`config.mk`:
```
export PLATFORM = sky130hd
export DESIGN_NAME = fetch_redirect_ctrl
export DESIGN_NICKNAME = d
export VERILOG_FILES = /design/src/rtl/frc_pkg.sv /design/src/rtl/frc_redirect_hold.sv /design/src/rtl/frc_exec_epoch.sv /design/src/rtl/frc_fetch_pc.sv /design/src/rtl/fetch_redirect_ctrl.sv
export SDC_FILE = /design/constraint.sdc
export NUM_CORES = 1
export LEC_CHECK = 0
export BUFFER_PORTS_ARGS = -buffer_cell sky130_fd_sc_hd__buf_2
export CAP_MARGIN = 20
export CORE_MARGIN = 3
export CORE_UTILIZATION = 30
export CTS_CLUSTER_DIAMETER = 100
export DETAILED_ROUTE_END_ITERATION = 12
export GPL_ROUTABILITY_DRIVEN = 0
export PLACE_DENSITY = 0.52
export SYNTH_ARGS = -nofsm -noshare
export SYNTH_HDL_FRONTEND = slang
export SYNTH_SLANG_ARGS = --single-unit
```
`constraint.sdc`:
```
create_clock -name clk -period 6.3 [get_ports clk]
set_input_delay 1.575 -clock clk [delete_from_list [all_inputs] [get_ports clk]]
set_output_delay 1.575 -clock clk [all_outputs]
set_load 0.1 [all_outputs]
```
`src/rtl/frc_pkg.sv`:
```
package frc_pkg;

  typedef enum logic [1:0] {
    FA_IDLE     = 2'd0,
    FA_REDIRECT = 2'd1,
    FA_ISSUE    = 2'd2
  } fetch_act_e;

  function automatic logic tag_stale(input logic tag, input logic cur);
    return tag != cur;
  endfunction

endpackage

```
`src/rtl/frc_redirect_hold.sv`:
```
module frc_redirect_hold #(
  parameter int ADDR_W = 32
) (
  input  logic              clk,
  input  logic              rst,
  input  logic              load_i,
  input  logic [ADDR_W-1:0] load_tgt_i,
  input  logic              take_i,
  output logic              pend_o,
  output logic [ADDR_W-1:0] tgt_o
);

  always_ff @(posedge clk) begin
    if (rst) begin
      pend_o <= 1'b0;
      tgt_o  <= '0;
    end else if (load_i) begin
      pend_o <= 1'b1;
      tgt_o  <= load_tgt_i;
    end else if (take_i) begin
      pend_o <= 1'b0;
    end
  end

endmodule

```
`src/rtl/frc_exec_epoch.sv`:
```
module frc_exec_epoch (
  input  logic clk,
  input  logic rst,
  input  logic ex_valid_i,
  input  logic ex_epoch_i,
  input  logic ex_mispredict_i,
  output logic eepoch_o,
  output logic drop_o,
  output logic redir_o,
  output logic release_o
);
  import frc_pkg::*;

  always_comb begin
    drop_o    = ex_valid_i && tag_stale(ex_epoch_i, eepoch_o);
    redir_o   = ex_valid_i && !drop_o && ex_mispredict_i;
    release_o = ex_valid_i;
  end

  always_ff @(posedge clk) begin
    if (rst)          eepoch_o <= 1'b0;
    else if (redir_o) eepoch_o <= ~eepoch_o;
  end

endmodule

```
`src/rtl/frc_fetch_pc.sv`:
```
module frc_fetch_pc #(
  parameter int                ADDR_W   = 32,
  parameter logic [ADDR_W-1:0] PC_RESET = '0,
  parameter int                PC_STEP  = 4
) (
  input  logic              clk,
  input  logic              rst,
  input  logic              redir_pend_i,
  input  logic [ADDR_W-1:0] redir_tgt_i,
  input  logic              stall_i,
  input  logic              ready_i,
  output logic [ADDR_W-1:0] pc_o,
  output logic [ADDR_W-1:0] ppc_o,
  output logic              fepoch_o,
  output logic              valid_o,
  output logic              fire_o,
  output logic              take_o
);
  import frc_pkg::*;

  localparam logic [ADDR_W-1:0] STEP_V = ADDR_W'(PC_STEP);

  fetch_act_e act;

  always_comb begin
    if (redir_pend_i)  act = FA_REDIRECT;
    else if (!stall_i) act = FA_ISSUE;
    else               act = FA_IDLE;
    ppc_o   = pc_o + STEP_V;
    valid_o = (act == FA_ISSUE);
    fire_o  = valid_o && ready_i;
    take_o  = (act == FA_REDIRECT);
  end

  always_ff @(posedge clk) begin
    if (rst) begin
      pc_o     <= PC_RESET;
      fepoch_o <= 1'b0;
    end else if (take_o) begin
      pc_o     <= redir_tgt_i;
      fepoch_o <= ~fepoch_o;
    end else if (fire_o) begin
      pc_o     <= ppc_o;
    end
  end

endmodule

```
`src/rtl/fetch_redirect_ctrl.sv`:
```
module fetch_redirect_ctrl #(
  parameter int                ADDR_W   = 32,
  parameter logic [ADDR_W-1:0] PC_RESET = '0,
  parameter int                PC_STEP  = 4
) (
  input  logic              clk,
  input  logic              rst,
  input  logic              hz_stall_i,
  input  logic              iss_ready_i,
  output logic              iss_valid_o,
  output logic [ADDR_W-1:0] iss_pc_o,
  output logic [ADDR_W-1:0] iss_ppc_o,
  output logic              iss_epoch_o,
  output logic              sb_insert_o,
  input  logic              ex_valid_i,
  input  logic              ex_epoch_i,
  input  logic              ex_mispredict_i,
  input  logic [ADDR_W-1:0] ex_target_i,
  output logic              ex_drop_o,
  output logic              ex_release_o,
  output logic              exec_epoch_o
);

  logic              redir_pend;
  logic [ADDR_W-1:0] redir_tgt;
  logic              redir_take;
  logic              redir_new;

  frc_exec_epoch u_exec (
    .clk            (clk),
    .rst            (rst),
    .ex_valid_i     (ex_valid_i),
    .ex_epoch_i     (ex_epoch_i),
    .ex_mispredict_i(ex_mispredict_i),
    .eepoch_o       (exec_epoch_o),
    .drop_o         (ex_drop_o),
    .redir_o        (redir_new),
    .release_o      (ex_release_o)
  );

  frc_redirect_hold #(.ADDR_W(ADDR_W)) u_hold (
    .clk       (clk),
    .rst       (rst),
    .load_i    (redir_new),
    .load_tgt_i(ex_target_i),
    .take_i    (redir_take),
    .pend_o    (redir_pend),
    .tgt_o     (redir_tgt)
  );

  frc_fetch_pc #(
    .ADDR_W  (ADDR_W),
    .PC_RESET(PC_RESET),
    .PC_STEP (PC_STEP)
  ) u_fetch (
    .clk         (clk),
    .rst         (rst),
    .redir_pend_i(redir_pend),
    .redir_tgt_i (redir_tgt),
    .stall_i     (hz_stall_i),
    .ready_i     (iss_ready_i),
    .pc_o        (iss_pc_o),
    .ppc_o       (iss_ppc_o),
    .fepoch_o    (iss_epoch_o),
    .valid_o     (iss_valid_o),
    .fire_o      (sb_insert_o),
    .take_o      (redir_take)
  );

endmodule

```
==> results of run 1 <==
-- area by class of cell --
type                    instances  area, µm²
clock inverters                 6        115
multi-input cells             357       2070
repair buffers                116        608
inverters                       6       22.5
clock buffers                   9        225
well taps                     143        179
flip-flops and latches         67       1340
fillers                      1221       7050
-- final timing paths --
| path | slack, ns | endpoint | start |
|---|---|---|---|
| max | 1.79 | iss_ppc_o[24] | u_fetch.pc_o[2] |
| min reg2reg | 0.45 | u_hold.tgt_o[21] | u_hold.tgt_o[21] |
| min | 0.45 | u_hold.tgt_o[21] | u_hold.tgt_o[21] |
| max reg2reg | 3.85 | u_fetch.pc_o[26] | u_fetch.pc_o[2] |
-- through the flow --
step	cell area (µm²)	hold WS [ns]	instances	utilization [%]
after detailed placement	4200	0.447	687	36.2
after global placement	4200	0.441	687	36.2
after global routing	4570	0.469	704	39.3
after CTS	4540	0.455	702	39.1
final	4570	0.452	704	39.3
after floorplan	3620	0.432	473	-
-- state kept, by name (all words and copies together) (netlist names) --
signal and flops:
u_hold.pend_o 1, u_fetch.fepoch_o 1, u_hold.tgt_o 32, u_exec.eepoch_o 1, u_fetch.pc_o 32
-- worst min-delay path, cell delays in order, from the launching register on --
cell	delay [ns]
dfxtp_1	0.30
nand2_1	0.05
a21oi_1	0.05
-- per-layer routing --
layer  part of all wire, %  global-route usage, %  vias to the layer above
li1                      -                      -                     1837
met1                    45                   22.3                     1694
met2                    47                   27.8                      109
met3                   6.4                   3.55                        6
met4                  0.77                   4.72                        0
met5                     0                      0                        -
-- power by group --
| group | internal (mW) | switching [mW] |
|---|---|---|
| combinational | 0.0432 | 0.171 |
| sequential | 0.440 | 0.0188 |
| clock | 0.386 | 0.192 |
-- cells by family after synthesis --
group                    share of synthesized area [%]
adder cells (fa/ha/maj)                          0.345
AND/OR/NAND/NOR                                   29.9
XOR/XNOR                                          9.67
AO/OA/AOI/OAI                                     16.5
flip-flops                                        37.0
buffers and inverters                             5.73
multiplexers                                     0.829
-- cell usage after synthesis, types with 2 or more instances --
library cell / number / area (µm²)
mux2i_1: 3 / 30.0
nand2b_1: 2 / 12.5
o41ai_1: 2 / 17.5
dfxtp_1: 67 / 1340
a21oi_1: 38 / 190
clkbuf_1: 28 / 105
o22ai_1: 2 / 12.5
and4_1: 9 / 78.8
a211oi_1: 12 / 90.1
xor2_1: 14 / 123
nor3_1: 10 / 50.1
nor2b_1: 4 / 25.0
nor2_1: 36 / 135
a311oi_1: 9 / 78.8
o31ai_1: 2 / 15.0
xnor2_1: 26 / 228
nand4_1: 10 / 62.6
o21ai_0: 6 / 30.0
and2_1: 5 / 31.3
nand2_1: 93 / 349
inv_1: 5 / 18.8
and3_1: 7 / 43.8
buf_4: 3 / 22.5
buf_1: 2 / 7.51
buf_2: 10 / 50.1
a21boi_0: 2 / 15.0
or4_1: 2 / 15.0
or3_1: 4 / 25.0
nand3_1: 19 / 95.1
a31oi_1: 5 / 31.3
nor4_1: 13 / 81.3
==> flow_metrics.tcl, run 1 <==
set metrics [dict create \
    buffer_ports.inserted 108 \
    whs_path_depth 2 \
    cts_hold_repair.buffers 0 \
    worst_setup_path_end_kind "output port" \
    wire_length_of_the_first_global_routing_pass_mm 18.1 \
    vias_in_the_first_global_route 3503 \
    ff2ff_path_depth 5 \
    clock-skew-final_ns 0.00622 \
    detailedRoute.firstPassIterationCount 4 \
    die_outline_area_um2 13400 \
    cts_post_setup_buffers_inserted 0 \
    crit_arrival_ns 2.93 \
    final_min_period_over_clock_period_pct 71.6 \
    global_route.overflow_total 0 \
    synth.avg_cell_area_um2 7.66 \
    max-cap-violations 0 \
    cell_breakdown_of_the_critical_path "ha_1 -> nand3_1 -> or3_4 -> or3_1 -> xnor2_1 -> buf_2" \
    ys_async_sr_fraction_pct 0 \
    cell_area_synth_um2 3620 \
    cts.sinks 67 \
    die_y_um 116 \
    area_delta_synth_final_pct 26.0 \
    antenna_violating_nets_post_route 0 \
    htree_levels 3 \
    synth.ff_latch_count 67 \
    layout_setup_ws_ns 1.79 \
    design.final.nets 597 \
    start_kind "flop" \
    fmaxAchievable_ghz 0.222 \
    vias_after_detailed_routing 3646 \
    antenna_found_initial 0 \
    fp.coreArea_um2 11600 \
    timing.max_slew.rel_slack_pct 36.1 \
    cts.reportedPaths.clkPinSlew_ns 0.06 \
    fin_tns_setup_ns 0 \
    critical_path.top_delay_family "simple AND/OR/NAND/NOR gates" \
    hp-class "flop to flop" \
    cp_num_cells 6 \
    initial_utilization_pct 31.2 \
    pre_cts_ws_ns 2.09 \
    final_common_cell "buf_2" \
    critPathRequiredTime_ns 4.72 \
    report.power.total_mw 1.25 \
    worst_path_largest_cell_delay_ns 0.51 \
    cts.root.buffer_cell "clkbuf_16" \
    slew_violations 0 \
    drt_wl_cell_um 16.0 \
    cts-buffers-inserted 9 \
    fp.dieW_um 116 \
    cp_num_buf_inv 1 \
    yosysSeqAreaShare_pct 37.0 \
    rsz_0062_raised_after_global_routing "no" \
    via_per_inst 5.18 \
    drc 0 \
    max-vdd-ir-drop_v 0.000145 \
    tritoncts "built" \
    ioPinCount 109 \
    status "finished clean" \
    dp_hpwl_mm 7.99 \
    synth.net_count 513 \
    crit_fanout 12 \
    critPathSlowestCell "or3_4" \
    total_number_of_placement_rows 39 \
    hold_viol 0 \
    diodes 0 \
    pwr_per_cell_area_nw_per_um2 274 \
    cts_resized 0 \
    layout-drive-gt1-share_pct 24.6 \
    setup_violations 0 \
    timing_worst_slew_pin_value_ns 0.956 \
    number_of_flops_mapped_to_enable_cells_by_yosys 0 \
    worstSetupPathType "flop to output port" \
    post_synth_inst_count 473 \
    ys_warn_count 0 \
    worstSkewPairLatency_ns 0.32 \
    clockBufferDepth 2 \
    timing.final.crit_period_ns 4.51 \
    ys.flop_type "dfxtp_1" \
    global_route.usage.total_pct 16.8 \
    initialDrtViolationCount 173 \
    power.static_leakage_nw 1.87 \
    layout.cells.most_common_list "buf_2 (108), nand2_1 (93), dfxtp_1 (67), a21oi_1 (38), nor2_1 (36)" \
    routed_wl_mm 11.2 \
    yosys.cell_types.count 54 \
    grt_start_max_net_pins 36 \
]
No activity file was read; power rests on OpenSTA's default activity.
==> run 2, diff against run 1 <==
--- a/config.mk
+++ b/config.mk
@@ -5,6 +5,7 @@
 export SDC_FILE = /design/constraint.sdc
 export NUM_CORES = 1
 export LEC_CHECK = 0
+export ABC_AREA = 1
 export BUFFER_PORTS_ARGS = -buffer_cell sky130_fd_sc_hd__buf_2
 export CAP_MARGIN = 20
 export CORE_MARGIN = 3
@@ -12,7 +13,7 @@
 export CTS_CLUSTER_DIAMETER = 100
 export DETAILED_ROUTE_END_ITERATION = 12
 export GPL_ROUTABILITY_DRIVEN = 0
-export PLACE_DENSITY = 0.52
+export PLACE_DENSITY = 0.53
 export SYNTH_ARGS = -nofsm -noshare
 export SYNTH_HDL_FRONTEND = slang
 export SYNTH_SLANG_ARGS = --single-unit
==> constraint.sdc (replaced) <==
create_clock -name clk -period 4.7 [get_ports clk]
set_input_delay 1.175 -clock clk [delete_from_list [all_inputs] [get_ports clk]]
set_output_delay 1.175 -clock clk [all_outputs]
set_load 0.1 [all_outputs]
==> flow_metrics.tcl, run 2 <==
set metrics [dict create \
    timing.max_slew.rel_slack_pct 56.2 \
    yosysSeqAreaShare_pct 39.5 \
    holdPathEnd "u_fetch.pc_o[8]" \
    cts.sinks 67 \
    synth.net_count 526 \
    initialDrtViolationCount 180 \
    layout.cells.most_common_list "nand2_1 (122), buf_2 (108), nor2_1 (98), dfxtp_1 (67), o21ai_0 (36)" \
    hold_viol 0 \
    drc 0 \
    crit_arrival_ns 2.18 \
    buffer_ports.inserted 108 \
    timing.final.crit_period_ns 3.35 \
    worstSkewPairLatency_ns 0.34 \
    synth.avg_cell_area_um2 6.99 \
    synth.area.top_cells "dfxtp_1 (39%), nand2_1 (13%), nor2_1 (11%)" \
    cell_breakdown_of_the_critical_path "ha_1 -> nand2_1 -> nor2_4 -> nand2_4 -> nor2_4 -> nand2_1 -> nand2_1 -> and2_1 -> buf_2" \
    layout-drive-gt1-share_pct 26.6 \
    routed_wl_mm 10.2 \
    power.static_leakage_nw 1.94 \
    ys.flop_type "dfxtp_1" \
    final_common_cell "nand2_1" \
    fmaxAchievable_ghz 0.298 \
    r2r-start "u_hold.pend_o" \
    slew_violations 0 \
    ys_warn_count 0 \
    regToRegEndpoint "u_fetch.pc_o[14]" \
    synth.ff_latch_count 67 \
    drt_wl_cell_um 14.1 \
    clockBufferDepth 2 \
    hp-class "flop to flop" \
    setup_violations 0 \
    stdcell_area_um2 4330 \
    total_number_of_placement_rows 38 \
    die_y_um 112 \
    most_used_standard_cells_in_the_synthesized_netlist "nand2_1 (122), nor2_1 (100), dfxtp_1 (67)" \
    cp_num_buf_inv 1 \
    critical_path.top_delay_family "simple AND/OR/NAND/NOR gates" \
    crit_fanout 5 \
    die_outline_area_um2 12600 \
    area_delta_synth_final_pct 27.4 \
    ioPinCount 109 \
    registers_with_the_most_flip_flops "u_fetch.pc_o x32, u_hold.tgt_o x32" \
    netlist.area_leader.share_pct 39.5 \
    whs_path_depth 2 \
    fp.coreArea_um2 10900 \
    final_cell_count_no_fill 727 \
    dp_hpwl_mm 7.21 \
    cts_resized 0 \
    critPathRequiredTime_ns 3.52 \
    cts.reportedPaths.clkPinSlew_ns 0.05 \
    htree_levels 3 \
    vias_in_the_first_global_route 3227 \
    timing_worst_slew_pin_value_ns 0.657 \
    max-vdd-ir-drop_v 0.000154 \
    global_route.overflow_total 0 \
    fp.dieW_um 112 \
    cts.root.buffer_cell "clkbuf_16" \
    post_synth_inst_count 486 \
    max-cap-violations 0 \
    detailed_place.area_um2 4070 \
    diodes 0 \
    timing.hold.worst.start "u_hold.tgt_o[8]" \
    worst_path_largest_cell_delay_ns 0.42 \
    worstSetupPathType "flop to output port" \
    vias_after_detailed_routing 3345 \
    antenna_found_initial 0 \
    initial_utilization_pct 31.1 \
    timing.reg2reg.setup_slack_ns 2.89 \
    post-synth-top-count-cell "nand2_1" \
    area_leader_netlist "dfxtp_1" \
    status "finished clean" \
    dpl.cell_count 713 \
    pwr_per_cell_area_nw_per_um2 320 \
    number_of_flops_mapped_to_enable_cells_by_yosys 0 \
    wire_length_of_the_first_global_routing_pass_mm 16.6 \
    yosys.cell_types.count 25 \
    tritoncts "built" \
    worst_setup_path_end_kind "output port" \
    detailedRoute.firstPassIterationCount 4 \
    global_route.usage.total_pct 16.6 \
    critPathSlowestCell "buf_2" \
    cts_hold_repair.buffers 0 \
    rsz_0062_raised_after_global_routing "no" \
    critical_path.startpoint "u_fetch.pc_o[3]" \
    cts-buffers-inserted 9 \
    cell_area_synth_um2 3400 \
    ff2ff_path_depth 6 \
    design.final.nets 625 \
    via_per_inst 4.60 \
    hold-worst-slack_ns 0.478 \
    grt_start_max_net_pins 37 \
    worst_path_most_repeated_cell "nand2_1" \
    start_kind "flop" \
    cts_post_setup_buffers_inserted 0 \
    clock-skew-final_ns 0.00667 \
    antenna_violating_nets_post_route 0 \
    ys_async_sr_fraction_pct 0 \
    fin_tns_setup_ns 0 \
    final_min_period_over_clock_period_pct 71.3 \
]
## run 2: cell count changes after synthesis, moves of 13 or more
cell,before,now
nor4_1,13,0
nor2_1,36,100
xnor2_1,26,6
clkbuf_1,28,14
inv_1,5,24
a21oi_1,38,22
nand2_1,93,122
o21ai_0,6,36
a22oi_1,0,21
## run 2: where the power goes
part           switching (mW)  internal [mW]  leakage [nW]
logic                   0.148         0.0404          1.28
registers              0.0142          0.593         0.545
clock network           0.226          0.362         0.122
## run 2: logic make-up after synthesis
logic type	count (synthesis)	share of synthesized area, %
and+or+nand+nor	264	33.7
buffers and inverters	50	6.08
AOI/OAI and AO/OA	87	14.7
DFF	67	39.5
adders and majority gates	1	0.368
xor gates and xnor gates	17	5.71
## run 2: layer usage
metal  wire length [µm]  share of wire, %  global-route usage, %  vias to the layer above
li1                   -                 -                      -                     1752
met1               4610                45                   20.7                     1486
met2               4780                47                   26.8                       94
met3                689               6.7                   5.88                       13
met4                159               1.6                   5.29                        0
met5                  0                 0                      0                        -
## run 2: worst max-delay path by stage
stage                                to  cells after the start
final                     iss_ppc_o[26]                      9
after global routing      iss_ppc_o[26]                      9
after CTS                 iss_ppc_o[26]                      9
after detailed placement    sb_insert_o                      3
after global placement      sb_insert_o                      3
after floorplan           iss_ppc_o[12]                      5
## run 2: layout make-up
type                    instances  area, µm²
inverters                      25       93.8
clock buffers                  13        250
repair buffers                113        586
flip-flops and latches         67       1340
well taps                     140        175
fillers                      1202       6610
multi-input cells             369       1880
## run 2: through the flow
stage	util, %	setup slack [ns]	total power, mW
3_3_place_gp	37.2	1.43	0.806
4_1_cts	39.5	1.29	1.41
6_report	39.6	1.35	1.38
2_1_floorplan	-	0.172	0.759
3_5_place_dp	37.2	1.43	0.808
5_1_grt	39.6	1.16	1.44
## run 2: worst register-to-register path, delay by kind of cell (launching register included)
kind / cells / cell delay [ns]
AO/OA/AOI/OAI: 2 / 0.31
buffers and inverters: 2 / 0.66
flip-flops: 1 / 0.33
AND/OR/NAND/NOR: 2 / 0.36
